`src/rtl/fi_pkg.sv`:
```
package fi_pkg;

    localparam int MASK_W = 16;
    localparam int PTR_W  = 5;

    localparam logic [3:0] START_NEVER = 4'hA;
    localparam logic [3:0] START_NOW   = 4'hB;
    localparam logic [3:0] STOP_ONE    = 4'hA;
    localparam logic [3:0] STOP_NEVER  = 4'hB;

    typedef struct packed {
        logic              addr_match_en;
        logic [1:0]        half_sel;
        logic              inj_en;
        logic [MASK_W-1:0] mask_a;
        logic [PTR_W-1:0]  ptr_b;
        logic [PTR_W-1:0]  ptr_a;
    } fi_ctl_t;

endpackage

```
`src/rtl/fi_regs.sv`:
```
module fi_regs
    import fi_pkg::*;
#(
    parameter int NUM_CH = 2,
    parameter int ADDR_W = 3
) (
    input  logic                           clk,
    input  logic                           rst_n,
    input  logic                           cfg_we,
    input  logic [ADDR_W-1:0]              cfg_addr,
    input  logic [31:0]                    cfg_wdata,
    input  logic [NUM_CH-1:0]              fire_i,
    output fi_ctl_t [NUM_CH-1:0]           ctl_o,
    output logic [NUM_CH-1:0][MASK_W-1:0]  mask_b_o,
    output logic [NUM_CH-1:0]              armed_o,
    output logic                           single_o
);

    localparam int RESP_ADDR = 2 * NUM_CH;

    typedef struct packed {
        fi_ctl_t [NUM_CH-1:0]          ctl;
        logic [NUM_CH-1:0][MASK_W-1:0] mask_b;
        logic [7:0]                    resp;
        logic [NUM_CH-1:0]             armed;
    } regs_t;

    localparam regs_t RST_VAL = '{ctl: '0, mask_b: '0, resp: {STOP_ONE, START_NEVER}, armed: '0};

    regs_t s_d, s_q;
    logic  resp_wr, arm_ev, halt_ev, single;
    logic  unused_bits;

    assign unused_bits = ^{cfg_wdata[30], cfg_wdata[26]};
    assign single      = (s_q.resp[7:4] != STOP_NEVER);

    always_comb begin
        resp_wr = cfg_we && (int'(cfg_addr) == RESP_ADDR);
        arm_ev  = resp_wr && (cfg_wdata[3:0] == START_NOW) && (s_q.resp[3:0] != START_NOW);
        halt_ev = resp_wr && (cfg_wdata[3:0] != START_NOW);
        s_d     = s_q;
        for (int c = 0; c < NUM_CH; c++) begin
            if (cfg_we && (int'(cfg_addr) == 2 * c)) begin
                s_d.ctl[c].addr_match_en = cfg_wdata[31];
                s_d.ctl[c].half_sel      = cfg_wdata[29:28];
                s_d.ctl[c].inj_en        = cfg_wdata[27];
                s_d.ctl[c].mask_a        = cfg_wdata[25:10];
                s_d.ctl[c].ptr_b         = cfg_wdata[9:5];
                s_d.ctl[c].ptr_a         = cfg_wdata[4:0];
            end
            if (cfg_we && (int'(cfg_addr) == 2 * c + 1)) begin
                s_d.mask_b[c] = cfg_wdata[MASK_W-1:0];
            end
            if (arm_ev) begin
                s_d.armed[c] = 1'b1;
            end else if (halt_ev) begin
                s_d.armed[c] = 1'b0;
            end else if (fire_i[c] && single) begin
                s_d.armed[c] = 1'b0;
            end
        end
        if (resp_wr) begin
            s_d.resp = cfg_wdata[7:0];
        end
    end

    always_ff @(posedge clk or negedge rst_n) begin
        if (!rst_n) begin
            s_q <= RST_VAL;
        end else begin
            s_q <= s_d;
        end
    end

    assign ctl_o    = s_q.ctl;
    assign mask_b_o = s_q.mask_b;
    assign armed_o  = s_q.armed;
    assign single_o = single;

endmodule

```
`src/rtl/fi_lane_xor.sv`:
```
module fi_lane_xor
    import fi_pkg::*;
#(
    parameter int NUM_DEV = 8,
    localparam int BUS_W  = NUM_DEV * MASK_W
) (
    input  fi_ctl_t           ctl_i,
    input  logic [MASK_W-1:0] mask_b_i,
    input  logic              armed_i,
    input  logic              valid_i,
    input  logic              upper_i,
    input  logic              addr_hit_i,
    input  logic [BUS_W-1:0]  data_i,
    output logic [BUS_W-1:0]  data_o,
    output logic              hit_o
);

    logic half_ok;

    always_comb begin
        half_ok = upper_i ? ctl_i.half_sel[1] : ctl_i.half_sel[0];
        hit_o   = valid_i && armed_i && ctl_i.inj_en && half_ok
                  && (!ctl_i.addr_match_en || addr_hit_i);
    end

    for (genvar d = 0; d < NUM_DEV; d++) begin : g_lane
        localparam logic [PTR_W-1:0] DEV_ID = PTR_W'(d);
        logic [MASK_W-1:0] flip;
        always_comb begin
            flip = '0;
            if (hit_o && (ctl_i.ptr_a == DEV_ID)) flip = flip ^ ctl_i.mask_a;
            if (hit_o && (ctl_i.ptr_b == DEV_ID)) flip = flip ^ mask_b_i;
        end
        assign data_o[d*MASK_W +: MASK_W] = data_i[d*MASK_W +: MASK_W] ^ flip;
    end

endmodule

```
`src/rtl/fi_inject_ctrl.sv`:
```
module fi_inject_ctrl
    import fi_pkg::*;
#(
    parameter int NUM_CH  = 2,
    parameter int NUM_DEV = 8,
    parameter int ADDR_W  = 3,
    localparam int BUS_W  = NUM_DEV * MASK_W
) (
    input  logic                    clk,
    input  logic                    rst_n,
    input  logic                    cfg_we,
    input  logic [ADDR_W-1:0]       cfg_addr,
    input  logic [31:0]             cfg_wdata,
    input  logic [NUM_CH-1:0]       xfer_valid,
    input  logic [NUM_CH-1:0]       xfer_upper,
    input  logic [NUM_CH-1:0]       xfer_addr_hit,
    input  logic [NUM_CH*BUS_W-1:0] xfer_data_i,
    output logic [NUM_CH*BUS_W-1:0] xfer_data_o,
    output logic [NUM_CH-1:0]       inj_hit,
    output logic [NUM_CH-1:0]       inj_armed
);

    fi_ctl_t [NUM_CH-1:0]          ctl;
    logic [NUM_CH-1:0][MASK_W-1:0] mask_b;
    logic                          single_mode;

    fi_regs #(
        .NUM_CH (NUM_CH),
        .ADDR_W (ADDR_W)
    ) regs_i (
        .clk      (clk),
        .rst_n    (rst_n),
        .cfg_we   (cfg_we),
        .cfg_addr (cfg_addr),
        .cfg_wdata(cfg_wdata),
        .fire_i   (inj_hit),
        .ctl_o    (ctl),
        .mask_b_o (mask_b),
        .armed_o  (inj_armed),
        .single_o (single_mode)
    );

    for (genvar c = 0; c < NUM_CH; c++) begin : g_ch
        fi_lane_xor #(
            .NUM_DEV(NUM_DEV)
        ) lane_i (
            .ctl_i     (ctl[c]),
            .mask_b_i  (mask_b[c]),
            .armed_i   (inj_armed[c]),
            .valid_i   (xfer_valid[c]),
            .upper_i   (xfer_upper[c]),
            .addr_hit_i(xfer_addr_hit[c]),
            .data_i    (xfer_data_i[c*BUS_W +: BUS_W]),
            .data_o    (xfer_data_o[c*BUS_W +: BUS_W]),
            .hit_o     (inj_hit[c])
        );
    end

endmodule

```
`config.mk`:
```
export PLATFORM = sky130hd
export DESIGN_NAME = fi_inject_ctrl
export DESIGN_NICKNAME = d
export VERILOG_FILES = /design/src/rtl/fi_pkg.sv /design/src/rtl/fi_regs.sv /design/src/rtl/fi_lane_xor.sv /design/src/rtl/fi_inject_ctrl.sv
export SDC_FILE = /design/constraint.sdc
export NUM_CORES = 1
export LEC_CHECK = 0
export BUFFER_PORTS_ARGS = -buffer_cell sky130_fd_sc_hd__clkbuf_2
export CAP_MARGIN = 5
export CORE_AREA = 2 2 221 223
export CTS_CLUSTER_DIAMETER = 100
export CTS_CLUSTER_SIZE = 25
export DETAILED_ROUTE_END_ITERATION = 7
export DIE_AREA = 0 0 223 225
export GPL_ROUTABILITY_DRIVEN = 0
export MAX_ROUTING_LAYER = met4
export PLACE_DENSITY_LB_ADDON = 0.15
export SLEW_MARGIN = 20
export SYNTH_ARGS = -nofsm -noshare
export SYNTH_HDL_FRONTEND = slang
export SYNTH_HIERARCHICAL = 1
export SYNTH_SLANG_ARGS = --single-unit
```
`constraint.sdc`:
```
create_clock -name clk -period 2.35 [get_ports clk]
set_input_delay 0.3525 -clock clk [delete_from_list [all_inputs] [get_ports clk]]
set_output_delay 0.3525 -clock clk [all_outputs]
set_load 0.005 [all_outputs]
```
# Word-level counts from Yosys, hierarchy flattened
# Cells that the tools add are included.
[totals]
in_bits = 300
output_inout_bits = 260
register_bits = 102
[op_classes]
n_eq_ne = 36
mux = 40
n_reduce_logical = 61
bitwise = 32
[ops]
columns = ["cell", "count"]
rows = [
  ["2-to-1 mux 16 bit", 32],
  ["bitwise XOR 16 bit", 32],
  ["== test 5 x 3 -> 1 bit (second input constant)", 16],
  ["logical AND 1 bit", 50],
  ["== test 5 x 2 -> 1 bit (second input constant)", 8],
  ["== test 5 x 1 -> 1 bit (second input constant)", 4],
  ["logical NOT 5 bit", 4],
  ["inequality test 4 bit (second input constant)", 3],
  ["== test 3 bit (second input constant)", 3],
  ["2-to-1 mux 1 bit", 8],
  ["nonzero test 3 bit", 2],
  ["== test 4 bit (second input constant)", 1],
  ["== test 3 x 2 -> 1 bit (second input constant)", 1],
  ["logical NOT 3 bit", 1],
  ["logical NOT 1 bit", 2],
  ["logical OR 1 bit", 2],
]

# Longest topological paths before layout
[logic_depth]
ltp_word = 9
ltp_mapped = 9

# Cells and area by module
# Netlist, hierarchy kept.
[by_module_without_submodules]
columns = ["module", "area_per_inst_um2", "n_inst", "seq_area_each_um2", "cells_per_inst"]
rows = [
  ["fi_lane_xor", 3946.3, 2, 0.0, 622],
  ["fi_regs", 4584.4, 1, 2557.5, 323],
]

# Worst setup path after synthesis
# No wires, ideal clock.
[synth_timing]
path_kind = "register to output"
start = "reg regs_i.s_q (netlist bit regs_i/ctl_o[9])"
end = "out xfer_data_o[100]"
arrival_ns = 1.686
stages_incl_launch_ff = 10
setup_slack_ns = 0.311
cell_sequence = "dfrtp_1 > buf_4 > and4b_1 > buf_2 > nand4_1 > buf_2 > buf_2 > nor2_1 > xor2_1 > xnor2_1"
[synth_between]
elab_chain_len = 4
[synth_lines]
columns = ["item", "line_no", "source"]
rows = [
  ["start: declaration", "fi_regs.sv:30", "regs_t s_d, s_q;"],
  ["start signal: assignment", "fi_regs.sv:69", "s_q <= RST_VAL;"],
  ["start signal: assignment", "fi_regs.sv:71", "s_q <= s_d;"],
  ["== test 5 x 3 -> 1 bit", "fi_lane_xor.sv:32", "if (hit_o && (ctl_i.ptr_b == DEV_ID)) flip = flip ^ mask_b_i;"],
  ["logical AND 1 bit", "fi_lane_xor.sv:32", ""],
  ["2-to-1 mux 16 bit", "fi_lane_xor.sv:32", ""],
  ["bitwise XOR 16 bit", "fi_lane_xor.sv:34", "assign data_o[d*MASK_W +: MASK_W] = data_i[d*MASK_W +: MASK_W] ^ flip;"],
  ["end: declaration", "fi_inject_ctrl.sv:18", "output logic [NUM_CH*BUS_W-1:0] xfer_data_o,"],
]
# Every way passes these cells.

# Worst setup path in the final report
[layout_timing]
start = "reg regs_i.s_q (netlist bit regs_i/armed_o[0])"
end = "out xfer_data_o[125]"
[layout_between]
elab_chain_len = 9
elab_cells_between_ends = 10
classes_between = "mux: 2; bitwise: 2; reduce/logical: 6"
[layout_lines]
columns = ["item", "line_no", "source"]
rows = [
  ["logical AND 1 bit * (3 in series)", "fi_lane_xor.sv:22", "hit_o = valid_i && armed_i && ctl_i.inj_en && half_ok"],
  ["logical AND 1 bit *", "fi_lane_xor.sv:23", "&& (!ctl_i.addr_match_en || addr_hit_i);"],
  ["logical AND 1 bit", "fi_lane_xor.sv:31", "if (hit_o && (ctl_i.ptr_a == DEV_ID)) flip = flip ^ ctl_i.mask_a;"],
  ["2-to-1 mux 16 bit", "fi_lane_xor.sv:31", ""],
  ["bitwise XOR 16 bit", "fi_lane_xor.sv:32", ""],
  ["2-to-1 mux 16 bit *", "fi_lane_xor.sv:32", ""],
  ["bitwise XOR 16 bit *", "fi_lane_xor.sv:34", ""],
]
# Mark *: on every way between the ends. The rest lies on a longest branch, timed or not.

==> summary.txt <==
Routing
  – Final WL: approximately 60 mm
  – Post-route DRC: 0
  – Initial DRT Pass Iterations: 5
  – DR WL/cell: 22.0 um
  – Antenna-violating nets left: 0
  – Via Count: approximately 13000
  – Vias per std cell: 4.64
  – 1st-iter DRT viols: between 700 and 800

Timing
  – Final setup viols: 255
  – F_max: about 390 MHz
  – Worst slew pin tran: approximately 0.74 ns
  – Final Slew Violations: 0
  – Final Hold Vio Count: 0
  – Setup ws final: -0.245 ns
  – Setup TNS: -36.03 ns
  – Slew headroom: 50.4%
  – Final min period: 2.60 ns
  – Final Cycle Share: 110%
  – RSZ-0062 raised after global routing: yes
  – Clock Skews: around 0.0048 ns

Run status
  – Outcome: finished with violations
  – Failing checks: setup timing

Power
  – Pleak: 0.00824 uW
  – Switch Pwr: between 3000 and 4000 uW
  – Reg power frac: between 30% and 40%
  – Sw Ratio: around 40%
  – Overall power: between 7000 and 8000 uW
  – Maximum VDD drop: 0.285 mV
  – Clock power share: 21.8%
  – Logic pwr share: roughly two fifths
  – Pwr dens: about 400 nW/um2
  – Pint: 4580 uW

GRT
  – Met1 GRT Util: between 20 and 30%
  – Global route hottest layer: met2
  – Largest net degree at the start of global routing: 40
  – Vias in the first global route: about 12000
  – Met3 GRT Util: under 10%
  – Initial antenna violation count: 5
  – Met2 GRT Util: roughly 38%
  – Global Route Usage Sum: 22.5%
  – First-pass GRT wire length: 80.8 mm
  – GRT Residual Overflow: 0

Finish
  – Share of cells above drive strength 1: between 50% and 60%
  – Final nets: between 2000 and 2500
  – P&R area growth vs syn: 52.0%
  – Area used by multi-input combinational logic: 10600 um2
  – Filler cells: slightly below 5000
  – Finished Core Util: between 30% and 40%
  – FF/Latch Area: approximately 2600 um2
  – Post-route design area: around 19000 um2

Floorplan
  – Die area: ~50000 um2
  – Standard-cell rows: 80
  – Core area: 47500 um2
  – I/O pin count: 560
  – Initial Util: 26.2%
  – Height of the die: 225 um
  – Die X: between 200 and 250 um

Yosys
  – Synthesized area: around 12000 um2
  – Synth warn: 6
  – Mapped Cells: approximately 1600
  – Synth Net Count: around 1900
  – Mean post-synth cell area: between 7 and 8 um2

Clocking
  – CTS tree: done
  – Clock buffer depth: 2
  – H-tree Lvls: 3
  – CTS sink count: between 100 and 150
  – Root buffer cell: clkbuf_16
  – Clock transition at path regs: ~0.070 ns
  – CTS Buf Count: 9
  – Skew-Pair Late Insertion Delay: 0.36 ns

Worst setup path
  – Worst reg2reg setup slack: between 0.7 and 0.8 ns
  – Largest stage delay, worst path: 0.44 ns
  – Crit Path Class: flip-flop to output port
  – Worst Setup Start Kind: flip-flop
  – Critical Path Slowest Stage Cell: dfrtp_1
  – Reg2Reg Depth: 8
  – Crit end category: output port
  – Worst flop-to-flop path endpoint: regs_i/armed_o[1]
  – CP required: 2.00 ns
  – Worst-path cell chain: and4b_2 > buf_4 > nand4_1 > buf_12 > nor2_1 > xor2_1 > xnor2_1 > buf_2
  – RR Startpoint: regs_i/ctl_o[57]
  – Max FO, Critical Path: 29
  – Crit path arrival time: approximately 2.2 ns

Min path
  – Hold Path End: regs_i/ctl_o[57]
  – Hold Path Cell Cnt: 2
  – Min-Delay Startpoint: cfg_wdata[28]
  – Hold Crit Class: primary input to flip-flop

Flow run
  – Max Cap Viol: 0

Placed design
  – Hpwl dp: about 44 mm
  – DP Area: roughly 16000 um2
  – IO buf count: 557
-- worst max-delay path: cells and delay by family, from the launching register on --
family	cells	cell delay, ns
xor gates and xnor gates	2	0.42
buffers and inverters	3	0.54
DFF	1	0.44
and+or+nand+nor	3	0.45
-- worst max-delay path by stage --
| stage | start | depth (start not counted) | to | slack, ns |
|---|---|---|---|---|
| final | regs_i/armed_o[0] | 8 | xfer_data_o[125] | -0.25 |
| after global routing | regs_i/ctl_o[4] | 9 | xfer_data_o[69] | -0.37 |
| after CTS | regs_i/ctl_o[9] | 8 | xfer_data_o[125] | -0.23 |
| after detailed placement | xfer_addr_hit[1] | 9 | xfer_data_o[151] | 0.01 |
| after global placement | xfer_upper[1] | 8 | xfer_data_o[133] | -0.01 |
| after floorplan | regs_i/ctl_o[9] | 9 | xfer_data_o[100] | 0.31 |
-- power groups by stage --
stage | clock network (uW) | logic [uW] | registers (uW)
after floorplan | 0 | 2140 | 2320
after global placement | 0 | 2460 | 2830
after detailed placement | 0 | 2480 | 2840
after CTS | 1740 | 2740 | 2830
after global routing | 1800 | 3220 | 3020
final | 1660 | 3010 | 2930
-- flip-flops by register name (all words and copies together), names as in the netlist --
register / cells
regs_i/ctl_o: 60
regs_i/mask_b_o: 32
regs_i/s_q: 8
regs_i/armed_o: 2
-- per-stage QoR --
step	setup slack [ns]	cells	hold slack, ns
detailed placement	0.0142	2621	0.360
global route	-0.374	2704	0.239
finish	-0.245	2707	0.248
global placement	-0.0132	2621	0.360
CTS	-0.232	2672	0.221
floorplan	0.311	1566	0.0569
-- placed cells by master (no fill, tap or decap), drive strengths merged, types with 3 or more instances in the layout --
| cell | count |
|---|---|
| dfstp | 4 |
| and2 | 7 |
| xnor2 | 274 |
| nor3 | 8 |
| mux2 | 102 |
| nand4 | 22 |
| buf | 253 |
| xor2 | 238 |
| nand2 | 311 |
| nand4b | 3 |
| nand3 | 24 |
| dfrtp | 98 |
| nor4 | 14 |
| and4b | 3 |
| and4bb | 5 |
| nor2 | 240 |
| clkbuf | 446 |
| inv | 11 |
| diode | 5 |
-- final cells by class --
type                            instances  share of cell area, %
Antenna cell                            5                 0.0660
Timing Repair Buffer                  689                   24.5
Tap cell                              615                   4.06
Clock inverter                          5                  0.429
Inverter                               10                  0.198
Sequential cell                       102                   13.5
Clock buffer                           11                   1.28
Multi-Input combinational cell       1270                   56.0
-- metal layers --
metal  vias to the layer above  routed length [um]  share of wire [%]
met1                      6247               26100                 44
li1                       5821                   -                  -
met5                         -                   0                  0
met3                        90                3180                5.3
met4                         0                1210                2.0
met2                       414               29100                 49
-- repair_timing --
action	4_1_cts	5_1_grt
pin swaps	115	199
resized for setup	153	465
cloned	6	12
setup buffers	28	23
hold buffers	1	0
hold endpoints to repair	31	0
setup endpoints to repair	256	256
Note: power is estimated with default switching activity, not from simulation.
